--- src/rtl/kp_pkg.sv ---
`timescale 1ns/1ps
package kp_pkg;
  typedef enum logic [1:0] {
    SNAP_NONE  = 2'd0,
    SNAP_ONE   = 2'd1,
    SNAP_MULTI = 2'd2
  } snap_e;

  // saturating add of key counts: 0, 1, or 2 meaning "two or more"
  function automatic logic [1:0] sat_add(input logic [1:0] a, input logic [1:0] b);
    logic [2:0] s;
    s = {1'b0, a} + {1'b0, b};
    return (s > 3'd2) ? 2'd2 : s[1:0];
  endfunction
endpackage

--- src/rtl/kp_row_scan.sv ---
`timescale 1ns/1ps
module kp_row_scan #(
  parameter int ROWS       = 4,
  parameter int ROW_CYCLES = 4,
  localparam int RW = (ROWS > 1) ? $clog2(ROWS) : 1,
  localparam int SW = (ROW_CYCLES > 1) ? $clog2(ROW_CYCLES) : 1
) (
  input  logic            clk_i,
  input  logic            rst_ni,
  output logic [RW-1:0]   row_idx_o,
  output logic [ROWS-1:0] row_n_o,
  output logic            sample_o,
  output logic            last_row_o
);
  logic [SW-1:0] slot_q, slot_d;
  logic [RW-1:0] row_q, row_d;
  logic          slot_end;

  always_comb begin
    slot_end = (slot_q == SW'(ROW_CYCLES - 1));
    slot_d   = slot_end ? '0 : slot_q + SW'(1);
    row_d    = row_q;
    if (slot_end) begin
      row_d = (row_q == RW'(ROWS - 1)) ? '0 : row_q + RW'(1);
    end
  end

  always_ff @(posedge clk_i or negedge rst_ni) begin
    if (!rst_ni) begin
      slot_q <= '0;
      row_q  <= '0;
    end else begin
      slot_q <= slot_d;
      row_q  <= row_d;
    end
  end

  for (genvar r = 0; r < ROWS; r++) begin : g_row
    assign row_n_o[r] = (row_q != RW'(r));
  end

  assign row_idx_o  = row_q;
  assign sample_o   = slot_end;
  assign last_row_o = (row_q == RW'(ROWS - 1));
endmodule

--- src/rtl/kp_matrix_snap.sv ---
`timescale 1ns/1ps
module kp_matrix_snap
  import kp_pkg::*;
#(
  parameter int ROWS = 4,
  parameter int COLS = 5,
  localparam int RW = (ROWS > 1) ? $clog2(ROWS) : 1,
  localparam int CW = $clog2(ROWS * COLS)
) (
  input  logic            clk_i,
  input  logic            rst_ni,
  input  logic            sample_i,
  input  logic            last_row_i,
  input  logic [RW-1:0]   row_idx_i,
  input  logic [COLS-1:0] col_hit_i,
  output logic            snap_valid_o,
  output snap_e           snap_class_o,
  output logic [CW-1:0]   snap_code_o
);
  logic [1:0]    acc_cnt_q, acc_cnt_d;
  logic [CW-1:0] acc_code_q, acc_code_d;
  logic [1:0]    row_cnt, tot_cnt;
  logic [CW-1:0] row_base, row_code, tot_code;
  logic          valid_q, valid_d;
  snap_e         class_q, class_d;
  logic [CW-1:0] code_q, code_d;

  always_comb begin
    row_cnt  = 2'd0;
    row_base = CW'(row_idx_i) * CW'(COLS);
    row_code = row_base;
    for (int c = 0; c < COLS; c++) begin
      if (col_hit_i[c]) begin
        row_cnt  = sat_add(row_cnt, 2'd1);
        row_code = row_base + CW'(c);
      end
    end
    tot_cnt  = sat_add(acc_cnt_q, row_cnt);
    tot_code = (row_cnt != 2'd0) ? row_code : acc_code_q;
  end

  always_comb begin
    acc_cnt_d  = acc_cnt_q;
    acc_code_d = acc_code_q;
    valid_d    = 1'b0;
    class_d    = class_q;
    code_d     = code_q;
    if (sample_i) begin
      if (last_row_i) begin
        acc_cnt_d  = 2'd0;
        acc_code_d = '0;
        valid_d    = 1'b1;
        code_d     = tot_code;
        case (tot_cnt)
          2'd0:    class_d = SNAP_NONE;
          2'd1:    class_d = SNAP_ONE;
          default: class_d = SNAP_MULTI;
        endcase
      end else begin
        acc_cnt_d  = tot_cnt;
        acc_code_d = tot_code;
      end
    end
  end

  always_ff @(posedge clk_i or negedge rst_ni) begin
    if (!rst_ni) begin
      acc_cnt_q  <= 2'd0;
      acc_code_q <= '0;
      valid_q    <= 1'b0;
      class_q    <= SNAP_NONE;
      code_q     <= '0;
    end else begin
      acc_cnt_q  <= acc_cnt_d;
      acc_code_q <= acc_code_d;
      valid_q    <= valid_d;
      class_q    <= class_d;
      code_q     <= code_d;
    end
  end

  assign snap_valid_o = valid_q;
  assign snap_class_o = class_q;
  assign snap_code_o  = code_q;
endmodule

--- src/rtl/kp_debounce.sv ---
`timescale 1ns/1ps
module kp_debounce
  import kp_pkg::*;
#(
  parameter int CW          = 5,
  parameter int DEB_SAMPLES = 16,
  localparam int DW = (DEB_SAMPLES > 1) ? $clog2(DEB_SAMPLES) : 1
) (
  input  logic          clk_i,
  input  logic          rst_ni,
  input  logic          snap_valid_i,
  input  snap_e         snap_class_i,
  input  logic [CW-1:0] snap_code_i,
  output logic          cap_o,
  output logic [CW-1:0] cap_code_o
);
  snap_e         prev_class_q, prev_class_d;
  logic [CW-1:0] prev_code_q, prev_code_d;
  logic [DW-1:0] cnt_q, cnt_d;
  logic          armed_q, armed_d;
  logic          cap_q, cap_d;
  logic          same, settle;

  always_comb begin
    same = (snap_class_i == prev_class_q) &&
           ((snap_class_i != SNAP_ONE) || (snap_code_i == prev_code_q));
    prev_class_d = prev_class_q;
    prev_code_d  = prev_code_q;
    cnt_d        = cnt_q;
    settle       = 1'b0;
    if (snap_valid_i) begin
      if (!same) begin
        prev_class_d = snap_class_i;
        prev_code_d  = snap_code_i;
        cnt_d        = '0;
      end else if (cnt_q != DW'(DEB_SAMPLES - 1)) begin
        cnt_d  = cnt_q + DW'(1);
        settle = (cnt_d == DW'(DEB_SAMPLES - 1));
      end
    end
    armed_d = armed_q;
    cap_d   = 1'b0;
    if (settle) begin
      if (prev_class_q == SNAP_NONE) begin
        armed_d = 1'b1;
      end else if (prev_class_q == SNAP_ONE && armed_q) begin
        armed_d = 1'b0;
        cap_d   = 1'b1;
      end
    end
  end

  always_ff @(posedge clk_i or negedge rst_ni) begin
    if (!rst_ni) begin
      prev_class_q <= SNAP_MULTI;
      prev_code_q  <= '0;
      cnt_q        <= '0;
      armed_q      <= 1'b0;
      cap_q        <= 1'b0;
    end else begin
      prev_class_q <= prev_class_d;
      prev_code_q  <= prev_code_d;
      cnt_q        <= cnt_d;
      armed_q      <= armed_d;
      cap_q        <= cap_d;
    end
  end

  assign cap_o      = cap_q;
  assign cap_code_o = prev_code_q;
endmodule

--- src/rtl/keypad_encoder.sv ---
`timescale 1ns/1ps
module keypad_encoder
  import kp_pkg::*;
#(
  parameter int ROWS        = 4,
  parameter int COLS        = 5,
  parameter int ROW_CYCLES  = 4,
  parameter int DEB_SAMPLES = 16,
  parameter int DATA_W      = 8,
  localparam int RW = (ROWS > 1) ? $clog2(ROWS) : 1,
  localparam int CW = $clog2(ROWS * COLS)
) (
  input  logic              clk_i,
  input  logic              rst_ni,
  output logic [ROWS-1:0]   row_n_o,
  input  logic [COLS-1:0]   col_n_i,
  input  logic              rd_en_i,
  output logic [DATA_W-1:0] bus_data_o,
  output logic              bus_drive_o,
  output logic              data_avail_o
);
  logic [1:0]      rst_sync_q;
  logic            srst_n;
  logic [COLS-1:0] col_meta_q, col_hit_q;
  logic [RW-1:0]   row_idx;
  logic            sample, last_row;
  logic            snap_valid;
  snap_e           snap_class;
  logic [CW-1:0]   snap_code;
  logic            cap_pulse;
  logic [CW-1:0]   cap_code;
  logic [CW-1:0]   code_q, code_d;
  logic            flag_q, flag_d;

  // reset: asserted at once, released after two clocks
  always_ff @(posedge clk_i or negedge rst_ni) begin
    if (!rst_ni) rst_sync_q <= 2'b00;
    else         rst_sync_q <= {rst_sync_q[0], 1'b1};
  end
  assign srst_n = rst_sync_q[1];

  // column synchronizer, converted to active-high hits
  always_ff @(posedge clk_i or negedge srst_n) begin
    if (!srst_n) begin
      col_meta_q <= '0;
      col_hit_q  <= '0;
    end else begin
      col_meta_q <= ~col_n_i;
      col_hit_q  <= col_meta_q;
    end
  end

  kp_row_scan #(.ROWS(ROWS), .ROW_CYCLES(ROW_CYCLES)) u_scan (
    .clk_i(clk_i), .rst_ni(srst_n), .row_idx_o(row_idx), .row_n_o(row_n_o),
    .sample_o(sample), .last_row_o(last_row)
  );

  kp_matrix_snap #(.ROWS(ROWS), .COLS(COLS)) u_snap (
    .clk_i(clk_i), .rst_ni(srst_n), .sample_i(sample), .last_row_i(last_row),
    .row_idx_i(row_idx), .col_hit_i(col_hit_q), .snap_valid_o(snap_valid),
    .snap_class_o(snap_class), .snap_code_o(snap_code)
  );

  kp_debounce #(.CW(CW), .DEB_SAMPLES(DEB_SAMPLES)) u_deb (
    .clk_i(clk_i), .rst_ni(srst_n), .snap_valid_i(snap_valid),
    .snap_class_i(snap_class), .snap_code_i(snap_code),
    .cap_o(cap_pulse), .cap_code_o(cap_code)
  );

  // code latch and sticky flag; a new entry outranks a concurrent read
  always_comb begin
    code_d = cap_pulse ? cap_code : code_q;
    flag_d = flag_q;
    if (cap_pulse)    flag_d = 1'b1;
    else if (rd_en_i) flag_d = 1'b0;
  end

  always_ff @(posedge clk_i or negedge srst_n) begin
    if (!srst_n) begin
      code_q <= '0;
      flag_q <= 1'b0;
    end else begin
      code_q <= code_d;
      flag_q <= flag_d;
    end
  end

  assign data_avail_o = flag_q;
  assign bus_drive_o  = rd_en_i;
  assign bus_data_o   = rd_en_i ? DATA_W'(code_q) : '0;
endmodule

--- config.mk ---
export PLATFORM = sky130hd
export DESIGN_NAME = keypad_encoder
export DESIGN_NICKNAME = d
export VERILOG_FILES = /design/src/rtl/kp_pkg.sv /design/src/rtl/kp_row_scan.sv /design/src/rtl/kp_matrix_snap.sv /design/src/rtl/kp_debounce.sv /design/src/rtl/keypad_encoder.sv
export SDC_FILE = /design/constraint.sdc
export NUM_CORES = 1
export LEC_CHECK = 0
export ABC_CLOCK_PERIOD_IN_PS = 2100
export BUFFER_PORTS_ARGS = -buffer_cell sky130_fd_sc_hd__buf_2
export CAP_MARGIN = 20
export CORE_MARGIN = 2
export CORE_UTILIZATION = 30
export CTS_CLUSTER_DIAMETER = 30
export DETAILED_ROUTE_END_ITERATION = 16
export GPL_TIMING_DRIVEN = 0
export PLACE_DENSITY = 0.52
export SLEW_MARGIN = 15
export SYNTH_ARGS = -nofsm -noshare
export SYNTH_HDL_FRONTEND = slang
export SYNTH_HIERARCHICAL = 1
export SYNTH_SLANG_ARGS = --single-unit
export TNS_END_PERCENT = 5
--- constraint.sdc ---
create_clock -name clk_i -period 2.1 [get_ports clk_i]
set_clock_uncertainty 0.2 [all_clocks]
set_input_delay 0.315 -clock clk_i [delete_from_list [all_inputs] [get_ports clk_i]]
set_output_delay 0.315 -clock clk_i [all_outputs]
set_load 0.005 [all_outputs]
==> impl.org, run 1 <==
** Outcome
- The run finished, with violations left.
- Failing checks :: hold timing, setup timing

** Floorplanning
- From left edge to right edge, the die measures ~97 um.
- Area of the die :: 9350 um^2
- The total area inside the core boundary comes to slightly above 8000 um^2.
- Row generation in the floorplan step produced 33 rows.
- IO Count :: 22
- Die Y-Extent :: roughly 97 um
- Effective utilization at floorplan :: ~31%

** Routing
- Across all layers, the routed design uses 1782 vias.
- Final wirelength :: around 4600 um
- 1st-pass router iterations :: 4
- Number of vias per cell :: 4.64
- Residual DRC count :: 0
- Drt first-iter violations :: 53
- In the final routed layout, each cell accounts on average for 11.9 um.
- In this run the remaining antenna-violating nets after routing total 0.

** Synth
- Basic-gate share of the synthesized area counting and, or, nand and nor cells :: 13.6%
- Yosys mapped a number of flops with a built-in enable equal to 0.
- Synthesis produced around 240 cells.
- The mapped netlist covers 2580 um^2.
- For this run, the number of Yosys warnings is 6.
- Main flop type after synthesis :: dfrtp_1
- Counting flops with an async set or reset pin after synthesis yields a share of 100%.
- Count of distinct cell types in the synthesized netlist :: 50
- Post-synthesis sequential area ratio :: ~50%
- Of the total synthesized cell area, the portion taken by full adders, half adders and majority gates is 8.54%.
- Measured against the total synthesized area, the mux share comes to roughly 7.9%.
- The synthesized design contains 50 register bits.
- Combinational family with the most area after synthesis :: simple AND/OR/NAND/NOR gates
- Average size of a mapped cell :: 10.7 um^2
- Synthesized-area fraction occupied by ao, oa, aoi and oai cells :: 11.7%
- XOR/XNOR Fraction of Synth Area :: 2.72%

** Pwr
- Overall power after layout :: 2.37 mW
- Leakage power :: roughly 1.4 nW
- Dividing total power by cell area gives a power density of 768 nW/um^2.
- VDD IR max :: between 0.3 and 0.4 mV

** Worst setup path
- Arrival time at the worst endpoint :: 2.45 ns
- The worst setup path is of the flip-flop to flip-flop kind.
- Worst Path Required :: 2.13 ns
- In this run the worst path has a maximum fanout of 5.
- Critical path capture point type :: flip-flop
- The worst setup path is launched from a flip-flop.
- Flop2flop setup slack :: -0.31 ns

** Cells and area
- Number of fill cells in the layout :: 827
- The post-route netlist has 26.9% of its cells at a drive strength greater than 1.
- Compared with the post-synthesis result, the final layout area differs by 19.6%.
- Excluding fillers, the count of instances in the completed layout stands at 384.
- The repair_antennas step left the layout with diodes totalling 0.
- Utilization after layout :: 37.3%
- Commonest cells after routing, fill and taps aside :: 47 x dfrtp_1, 23 x inv_1, 23 x buf_2, 17 x nor2_1, 17 x nand2_1
- The final layout contains 303 nets.
- Final design instance area without fill :: 3080 um^2
- Leaving out fill and tap cells, the most frequent cell in the layout is dfrtp_1.

** CTS
- CTS tree :: built
- Clk Latency, worst-skew pair :: 0.31 ns
- Clk sinks :: 50
- The H-tree was split into 2 levels.
- In this run the clock root is driven by a clkbuf_8.
- Largest buffer count on any clock path :: 2
- CTS buffer count :: 5
- After clock tree synthesis, the clock-pin slew on the worst setup and hold paths is approximately 0.09 ns.

** Global routing
- Wire length of the first global-routing pass :: 8070 um
- Congestion Overflow GR :: 0
- Pin count of the biggest net entering global routing :: 33
- The via count of the first global-routing pass came to ~1800.
- Number of antenna violations at the first check in global routing :: 0
- Across every metal layer, demand over resource in global routing totals 10.4%.

** Timing
- Final Worst Setup Slack :: -0.310 ns
- Tcrit/Tclk final :: 115%
- The tightest hold path in the finished design has a slack of -0.00398 ns.
- The number of hold-slack violations in the final timing report came to 5.
- Final setup violation count :: 6
- Crit path time final :: 2.41 ns
- RSZ-0062 raised after global routing :: true
- Timing would allow up to 415 MHz.
- The total count of max-transition violations in the final report is 0.

** Placement
- The congestion estimate from routability-driven global placement came to 0.823.
- Input and output buffers added on the ports amount to 18.
- Placed cells :: 367
- Half-perimeter wire length after detailed placement :: ~3400 um
- Once placement finished, the instance area stood at ~2900 um^2.

** Run
- Number of max-capacitance violations reported :: 0

** Min path
- The tightest min-delay check is of the flip-flop to async pin type.
==> layout make-up <==
class	count	area [um^2]	area share, %
buffer	11	80.1	2.60
inverter	27	106	3.45
timing repair buffer	28	193	6.25
multi-input combinational	155	1210	39.1
clock inverter	2	38.8	1.26
sequential	50	1250	40.7
tap	105	131	4.26
clock buffer	6	72.6	2.35
==> Yosys cell counts, types with 2 or more instances <==
cell type	number	share of area [%]
inv_2	2	0.29
mux2_2	2	0.87
o21ai_1	5	0.97
xnor2_1	6	2.0
ha_1	16	7.8
nor3_1	3	0.58
o31ai_1	4	1.2
a31oi_1	4	0.97
mux2_4	10	5.8
a21oi_1	6	1.2
a221oi_1	2	0.68
buf_4	4	1.2
o21ai_0	9	1.7
o22ai_1	3	0.73
and2_1	7	1.7
nand2_1	17	2.5
xor2_1	2	0.68
buf_2	5	0.97
nand4_1	6	1.5
dfrtp_1	49	48
mux2i_1	3	1.2
o221ai_1	3	1.0
nand2b_1	3	0.73
inv_1	25	3.6
nor2_1	19	2.8
conb_1	2	0.29
==> flip-flops by register name, summed over array words and instances (netlist names), 2 cells and up <==
register / count
code_q: 5
col_hit_q: 5
col_meta_q: 5
rst_sync_q: 2
u_deb/cap_code_o: 5
u_deb/cnt_q: 4
u_deb/prev_class_q: 2
u_scan/row_idx_o: 2
u_scan/slot_q: 2
u_snap/acc_cnt_q: 2
u_snap/acc_code_q: 5
u_snap/snap_class_o: 2
u_snap/snap_code_o: 5
==> final timing paths <==
path | from | endpoint | cells after the start
max | col_hit_q[1] | u_snap/snap_class_o[1] | 12
min | rst_sync_q[1] | u_scan/row_idx_o[1] | 0
max reg2reg | col_hit_q[1] | u_snap/snap_class_o[1] | 12
min reg2reg | rst_sync_q[1] | u_scan/row_idx_o[1] | 0
max in group asynchronous | rst_sync_q[1] | u_deb/prev_class_q[1] | 1
min in group clk_i | rd_en_i | data_avail_o | 3
==> logic make-up after synthesis <==
logic type	count (synthesis)
AOI/OAI and AO/OA	45
xor gates and xnor gates	8
adders and majority gates	17
buffers and inverters	38
DFF	50
muxes	15
other	2
and+or+nand+nor	66
==> power by group <==
group	internal (mW)	switching (mW)	leakage [nW]
registers	1.06	0.0987	0.630
logic	0.273	0.254	0.739
clock network	0.358	0.323	0.0554
==> stage by stage <==
step / hold slack, ns / TNS [ns] / setup slack (ns)
6_report: -0.00398 / -1.16 / -0.310
4_1_cts: 0.0127 / -1.21 / -0.351
3_5_place_dp: -0.0993 / -1.53 / -0.396
2_1_floorplan: -0.181 / -0.672 / -0.201
3_3_place_gp: -0.0986 / -10.25 / -0.373
5_1_grt: 0.0331 / -1.83 / -0.482
==> worst max-delay path, stage by stage (launching register included) <==
cell and delay (ns):
dfrtp_1 0.39, clkbuf_8 0.15, inv_6 0.06, ha_4 0.21, nor2_4 0.11, a22oi_2 0.07
o21ai_2 0.12, ha_2 0.18, inv_2 0.03, fa_1 0.43, and2_4 0.18, buf_4 0.13
o21ai_2 0.09
==> per-layer routing <==
metal / global-route usage (%) / up-vias / wire length (um)
met5: 0 / - / 0
met4: 1.30 / 0 / 10
met3: 3.25 / 2 / 153
met2: 18.1 / 31 / 2320
met1: 13.1 / 865 / 2100
li1: - / 884 / -
==> repair_timing <==
item,in CTS,in global routing
pin swaps,3,4
resized for setup,1,9
hold buffers,6,0
setup buffers,2,1
hold endpoints to repair,7,0
setup endpoints to repair,6,12
Note: power is estimated with default switching activity, not from simulation.
==> run 2: changes to the inputs <==
--- a/config.mk
+++ b/config.mk
@@ -5,7 +5,7 @@
 export SDC_FILE = /design/constraint.sdc
 export NUM_CORES = 1
 export LEC_CHECK = 0
-export ABC_CLOCK_PERIOD_IN_PS = 2100
+export ABC_CLOCK_PERIOD_IN_PS = 2000
 export BUFFER_PORTS_ARGS = -buffer_cell sky130_fd_sc_hd__buf_2
 export CAP_MARGIN = 20
 export CORE_MARGIN = 2
@@ -13,7 +13,7 @@
 export CTS_CLUSTER_DIAMETER = 30
 export DETAILED_ROUTE_END_ITERATION = 16
 export GPL_TIMING_DRIVEN = 0
-export PLACE_DENSITY = 0.52
+export PLACE_DENSITY = 0.53
 export SLEW_MARGIN = 15
 export SYNTH_ARGS = -nofsm -noshare
 export SYNTH_HDL_FRONTEND = slang
==> constraint.sdc (replaced) <==
create_clock -name clk_i -period 2 [get_ports clk_i]
set_clock_uncertainty 0.2 [all_clocks]
set_input_delay 0.3 -clock clk_i [delete_from_list [all_inputs] [get_ports clk_i]]
set_output_delay 0.3 -clock clk_i [all_outputs]
set_load 0.005 [all_outputs]
==> impl.org, run 2 (synthesis gave the netlist of run 1 again) <==
** Floorplanning
- Area of the core :: 8260 um^2 (unchanged)
- The starting utilization of the core area is 31.2% (unchanged).
- The floorplan die width came to 96.7 um (unchanged).
- The standard-cell row count is 33 (unchanged).
- The floorplan die area was 9350 um^2 (unchanged).
- The boundary pin count is 22 (unchanged).
- The y dimension of the die is 96.7 um (unchanged).

** Pwr
- Total power divided by cell area :: 798 nW/um^2 (+3.9%)
- VDD IR max :: 0.416 mV (+10%)
- Leakage power :: 1.45 nW (+1.9%)

** Worst setup path
- In this design, the largest share of critical-path delay is due to adder cells.
- Critical-path cell with the highest stage delay :: fa_1
- The critical path data arrival time came to 2.43 ns (-0.02 ns).
- End of the worst register-to-register path :: u_snap/acc_cnt_q[0]
- The required time of the critical path came to 2.02 ns (-0.11 ns).
- STA classifies the critical path endpoint as a flip-flop.
- STA classifies the critical path startpoint as a flip-flop.
- Worst path buffer plus inverter count :: 3 (-1)
- The maximum fanout count along the critical path was 4 (-1).
- Number of cells on the worst reg-to-reg path :: 12 (unchanged)
- Flop2flop setup slack :: -0.42 ns (-0.11 ns)
- By instance count, the cell type seen most on the critical path is o21ai_1.
- Type of the setup path with the least slack :: flip-flop to flip-flop
- The critical path goes through clkbuf_8 > inv_6 > ha_4 > nor2_4 > a22oi_2 > o21ai_1 > ha_2 > inv_2 > fa_1 > and2_4 > nand4b_1 > o21ai_1.
- The startpoint identified for the worst register-to-register timing path is col_hit_q[1].
- The delay of the slowest cell on the worst path is 0.49 ns (+0.06 ns).

** CTS
- The clock-pin transition on the worst setup and hold timing paths is 0.09 ns (about the same).
- CTS tree :: built
- The number of sinks driven by the clock tree came to 50 (unchanged).
- Buffer cell driving the clock tree root :: clkbuf_8
- The worst-case clock buffer depth is 2 (unchanged).
- CTS buffer count :: 5 (unchanged)
- The depth of the CTS H-tree came to 2 (unchanged).
- The insertion delay of the later-clocked pin in the worst-skew pair was 0.30 ns (about the same).

** Timing
- Worst hold slack :: 0.0665 ns (+0.0705 ns)
- Final Worst Setup Slack :: -0.416 ns (-0.106 ns)
- Final-report max-slew violation count :: 0 (unchanged)
- Final setup violation count :: 8 (+2)
- Transition time at the pin with the least slew margin :: 0.556 ns
- The number of hold-slack violations in the final timing report was 0 (-5).
- The final critical path time including I/O delays and setup was 2.42 ns (+0.00606 ns).
- Achievable Freq :: 414 MHz (-0.25%)
- Measured against its own limit, the worst slew margin works out to 63.0%.
- Tcrit/Tclk final :: 121% (+6.0 points)
- Setup repair after global routing could not meet its margin everywhere.

** Placement
- Pre-CTS setup slack :: -0.511 ns (-0.115 ns)
- Half-perimeter wire length after detailed placement :: 3350 um (about the same)
- Final weighted congestion in routability-driven placement :: 0.837 (+1.7%)
- The number of buffers added on ports is 18 (unchanged).
- The number of cells in the design after placement is 367 (unchanged).

** Routing
- The count of antenna-violating nets left after detailed routing is 0 (unchanged).
- Detailed-route wire length per cell :: 11.9 um (-0.47%)
- Total via count after detailed routing :: 1783 (+0.056%)
- The count of routing violations after the opening detailed-route iteration was 70 (+32%).
- Detailed route wirelength on metal3 :: 146 um (-4.6%)
- The length of routed met2 wiring was 2310 um (-0.35%).
- The total DRC errors in the routed layout is 0 (unchanged).
- Final wirelength :: 4590 um (about the same)
- The detailed-router iteration count before antenna repair is 4 (unchanged).
- Met1 Routed Length :: 2070 um (-1.8%)
- The via density per instance is 4.62 (-0.46%).
- Highest routing layer actually used :: met4

** Outcome
- The flow ran to the end, but the final reports show violations.
- Failing checks :: setup timing

** Cells and area
- The library cells used most frequently in the layout, excluding fill and tap cells, are 47 x dfrtp_1, 23 x inv_1, 21 x buf_2, 17 x nor2_1, 17 x nand2_1.
- Proportion of layout cells with a drive suffix above 1 :: 29.9% (+3.0 points)
- The library cell used most frequently in the layout, excluding fill and tap cells, is dfrtp_1.
- Layout overhead on the synthesized area :: 22.7%
- The antenna diode count was 0 (unchanged).
- The final standard cell count with taps included and fillers excluded came to 386 (+0.52%).
- The final net count was 305 (+0.66%).

** Global routing
- Number of global-route vias before repair :: 1774 (unchanged)
- Gr usage total :: 10.3% (-0.085 points)
- Congestion Overflow GR :: 0 (unchanged)
- Pin count of the biggest net entering global routing :: 26 (-21%)
- The first-pass GRT wire length was 8050 um (-0.26%).
- The initial antenna violation count was 0 (unchanged).

** Run
- Number of max-capacitance violations reported :: 0 (unchanged)

** Min path
- The path class of the tightest hold or removal check is flip-flop to async pin.
run 2: worst reg2reg max path, delay by kind of cell, from the launching register on:
family	cells	cell delay, ns
AOI/OAI and AO/OA	3	0.28
adders and majority gates	3	0.89
buffers and inverters	3	0.24
DFF	1	0.39
and+or+nand+nor	3	0.34
run 2: per-layer routing:
| layer | global-route usage, % | up-vias |
|---|---|---|
| li1 | - | 887 |
| met1 | 12.9 | 858 |
| met2 | 17.9 | 32 |
| met3 | 2.38 | 6 |
| met4 | 2.82 | 0 |
| met5 | 0 | - |
run 2: through the flow:
step	TNS [ns]	area (um^2)	power, mW	util [%]
2_1_floorplan	-1.20	2620	1.65	-
3_3_place_gp	-14.90	2840	1.74	34.4
3_5_place_dp	-2.55	2860	1.77	34.7
4_1_cts	-2.44	3090	2.55	37.4
5_1_grt	-2.95	3160	2.67	38.3
6_report	-2.06	3160	2.52	38.3
run 2: power breakdown:
group | leakage [nW] | internal (mW) | total (mW) | switching (mW)
Combinational | 0.759 | 0.292 | 0.556 | 0.264
Sequential | 0.630 | 1.11 | 1.22 | 0.105
Clock | 0.0618 | 0.412 | 0.749 | 0.337
run 2: how the worst max path moves through the flow:
stage / startpoint / to / cells past startpoint
2_1_floorplan: col_hit_q[1] / u_snap/acc_cnt_q[0] / 12
4_1_cts: col_hit_q[1] / u_snap/acc_cnt_q[0] / 12
6_report: col_hit_q[1] / u_snap/acc_cnt_q[0] / 12
5_1_grt: col_hit_q[1] / u_snap/acc_cnt_q[0] / 12
3_5_place_dp: col_hit_q[1] / u_snap/acc_cnt_q[0] / 12
3_3_place_gp: col_hit_q[1] / u_snap/acc_cnt_q[0] / 12
run 2: area by class of cell:
class | count | area (um^2)
Fill cell | 849 | 5100
Clock inverter | 2 | 38.8
Tap cell | 105 | 131
Timing Repair Buffer | 30 | 208
Buffer | 11 | 85.1
Multi-Input combinational cell | 155 | 1250
Clock buffer | 6 | 82.6
Sequential cell | 50 | 1250
Inverter | 27 | 106
run 2: timing repair:
action,CTS,global route
gates resized for setup,5,17
hold buffers,6,0
endpoints found under the hold margin,7,0
pin swaps,6,9
buffers inserted,4,1
setup endpoints to repair,12,13
==> run 3: changes to the inputs <==
==> constraint.sdc (replaced) <==
create_clock -name clk_i -period 2 [get_ports clk_i]
set_clock_uncertainty 0.2 [all_clocks]
set_input_delay 0.1 -clock clk_i [delete_from_list [all_inputs] [get_ports clk_i]]
set_output_delay 0.1 -clock clk_i [all_outputs]
set_load 0.005 [all_outputs]
==> impl.org, run 3 (synthesis gave the netlist of run 1 again) <==
** Floorplanning
- IO Count :: 22 (unchanged)
- Horizontal extent of the die :: 96.7 um (unchanged)
- Area of the die :: 9350 um^2 (unchanged)
- Area of the core :: 8260 um^2 (unchanged)
- The y dimension of the die is 96.7 um (unchanged).
- Effective utilization at floorplan :: 31.2% (unchanged)
- Num rows :: 33 (unchanged)

** Timing
- Worst slew margin :: 63.0% (about the same)
- Tcrit/Tclk final :: 121% (about the same)
- The total count of max-transition violations in the final report was 0 (unchanged).
- Crit path time final :: 2.42 ns (-0.000414 ns)
- Final setup violation count :: 8 (unchanged)
- RSZ-0062 raised after global routing :: true
- Achievable Freq :: 414 MHz (about the same)
- Number of hold violations in the final report :: 0 (unchanged)
- The final worst slack came to -0.416 ns (+0.000414 ns).
- The worst hold slack was 0.0665 ns (-0.0000126 ns).
- The slew at the pin closest to its max-slew limit came to 0.556 ns (-0.00000685 ns).

** Placement
- Port Buf Inserts :: 18 (unchanged)
- The global placer's final weighted congestion was 0.837 (unchanged).
- The number of cells in the design after placement was 367 (unchanged).
- The placed cell area is 2860 um^2 (unchanged).
- Half-perimeter wire length after detailed placement :: 3350 um (unchanged)

** Global routing
- The global routing usage summed across all routing layers is 10.4% (+0.046 points).
- The initial antenna violation count is 0 (unchanged).
- Number of global-route vias before repair :: 1783 (+0.51%)
- Met2 Resource Use GR :: 17.9% (+0.053 points)
- The met1 track demand over resource came to 13.0% (+0.092 points).
- The maximum number of pins on one net before global-route repair is 26 (unchanged).
- Grt met3 use :: 2.38% (unchanged)
- Grt peak-use layer :: met2
- Congestion Overflow GR :: 0 (unchanged)
- The first-pass GRT wire length was 8090 um (+0.51%).

** CTS
- Largest buffer count on any clock path :: 2 (unchanged)
- Clk Latency, worst-skew pair :: 0.30 ns (about the same)
- The depth of the CTS H-tree is 2 (unchanged).
- The number of sinks driven by the clock tree was 50 (unchanged).
- Buffer cell driving the clock tree root :: clkbuf_8
- Clock transition at path regs :: 0.09 ns (about the same)
- TritonCTS built the clock tree.
- CTS buffer count :: 5 (unchanged)

** Worst setup path
- Crit start category :: flip-flop
- Flop2flop setup slack :: -0.42 ns (about the same)
- The critical path starts at col_hit_q[1].
- The maximum fanout count along the critical path is 4 (unchanged).
- The critical path data arrival time came to 2.43 ns (about the same).
- Type of the setup path with the least slack :: flip-flop to flip-flop
- The worst setup path is captured at a flip-flop.
- The startpoint identified for the worst register-to-register timing path is col_hit_q[1].
- Worst Path Required :: 2.02 ns (about the same)

** Pwr
- Leakage power :: 1.46 nW (+0.58%)
- Total power divided by cell area :: 793 nW/um^2 (-0.53%)
- The largest vdd supply drop came to 0.416 mV (about the same).
- Overall power after layout :: 2.52 mW (+0.10%)

** Run
- Number of max-capacitance violations reported :: 0 (unchanged)

** Cells and area
- Number of non-filler instances in the completed layout :: 388 (+0.52%)
- The final instance area is 3180 um^2 (+0.63%).
- From synthesis to final layout, the design area changed by 23.4%.
- Commonest cells after routing, fill and taps aside :: 47 x dfrtp_1, 23 x inv_1, 21 x buf_2, 17 x nor2_1, 17 x nand2_1
- Commonest non-fill, non-tap cell in the layout :: dfrtp_1
- Proportion of layout cells with a drive suffix above 1 :: 29.7% (-0.21 points)
- Antenna cell count :: 0 (unchanged)
- Number of nets in the final layout :: 307 (+0.66%)
- Utilization after layout :: 38.5% (+0.24 points)

** Outcome
- Run status :: finished, violations left
- Failing checks :: setup timing

** Routing
- The detailed-router iteration count before antenna repair was 4 (unchanged).
- The via density per instance came to 4.61 (-0.12%).
- The count of antenna-violating nets left after detailed routing came to 0 (unchanged).
- The detailed-route via count is 1790 (+0.39%).
- The per-cell routed wire length is 11.8 um (-0.28%).
- The routed wire length is 4600 um (+0.24%).
- The count of routing violations after the opening detailed-route iteration came to 62 (-11%).
- The total DRC errors in the routed layout was 0 (unchanged).

** Min path
- The worst hold path belongs to the class flip-flop to async pin.
## run 3: report_power, final
part | leakage (nW) | internal, mW | switching, mW | total, mW
clock | 0.0618 | 0.412 | 0.337 | 0.748
sequential | 0.630 | 1.11 | 0.105 | 1.22
combinational | 0.767 | 0.294 | 0.265 | 0.559
## run 3: cell type report
cell class	instances	area [um^2]
fill	847	5080
clock buffer	6	82.6
multi-input combinational	155	1250
timing repair buffer	32	228
inverter	27	106
sequential	50	1250
tap	105	131
clock inverter	2	38.8
buffer	11	85.1
## run 3: stage by stage
| step | setup WS, ns | TNS [ns] |
|---|---|---|
| 6_report | -0.416 | -2.06 |
| 5_1_grt | -0.548 | -2.95 |
| 4_1_cts | -0.473 | -2.44 |
| 3_5_place_dp | -0.511 | -2.55 |
| 3_3_place_gp | -0.485 | -14.90 |
| 2_1_floorplan | -0.301 | -1.20 |
## run 3: final timing paths
check | end | cells after the start
worst min-delay path | u_scan/slot_q[0] | 0
max in group asynchronous | u_deb/prev_class_q[1] | 1
worst min register to register | u_scan/slot_q[0] | 0
worst max register to register | u_snap/acc_cnt_q[0] | 12
worst max-delay path | u_snap/acc_cnt_q[0] | 12
min in group clk_i | col_hit_q[0] | 0
## run 3: per-layer routing
| layer | wire (um) | share of wire, % | vias to the layer above |
|---|---|---|---|
| met5 | 0 | 0 | - |
| met4 | 65 | 1.4 | 0 |
| met3 | 140 | 3.0 | 6 |
| met2 | 2310 | 50 | 30 |
| met1 | 2090 | 45 | 862 |
| li1 | - | - | 892 |
## run 3: critical path: stages (launching register included)
cell      delay, ns
dfrtp_1        0.39
clkbuf_8       0.15
inv_6          0.05
ha_4           0.21
nor2_4         0.10
a22oi_2        0.06
o21ai_1        0.13
ha_2           0.19
inv_2          0.04
fa_1           0.49
and2_4         0.15
nand4b_1       0.09
o21ai_1        0.09
## run 3: what timing repair did
| item | 4_1_cts | 5_1_grt |
|---|---|---|
| hold buffers | 8 | 0 |
| resized for setup | 5 | 17 |
| endpoints found under the setup margin | 12 | 13 |
| pin swaps | 6 | 9 |
| endpoints found under the hold margin | 8 | 0 |
| setup buffers | 4 | 1 |
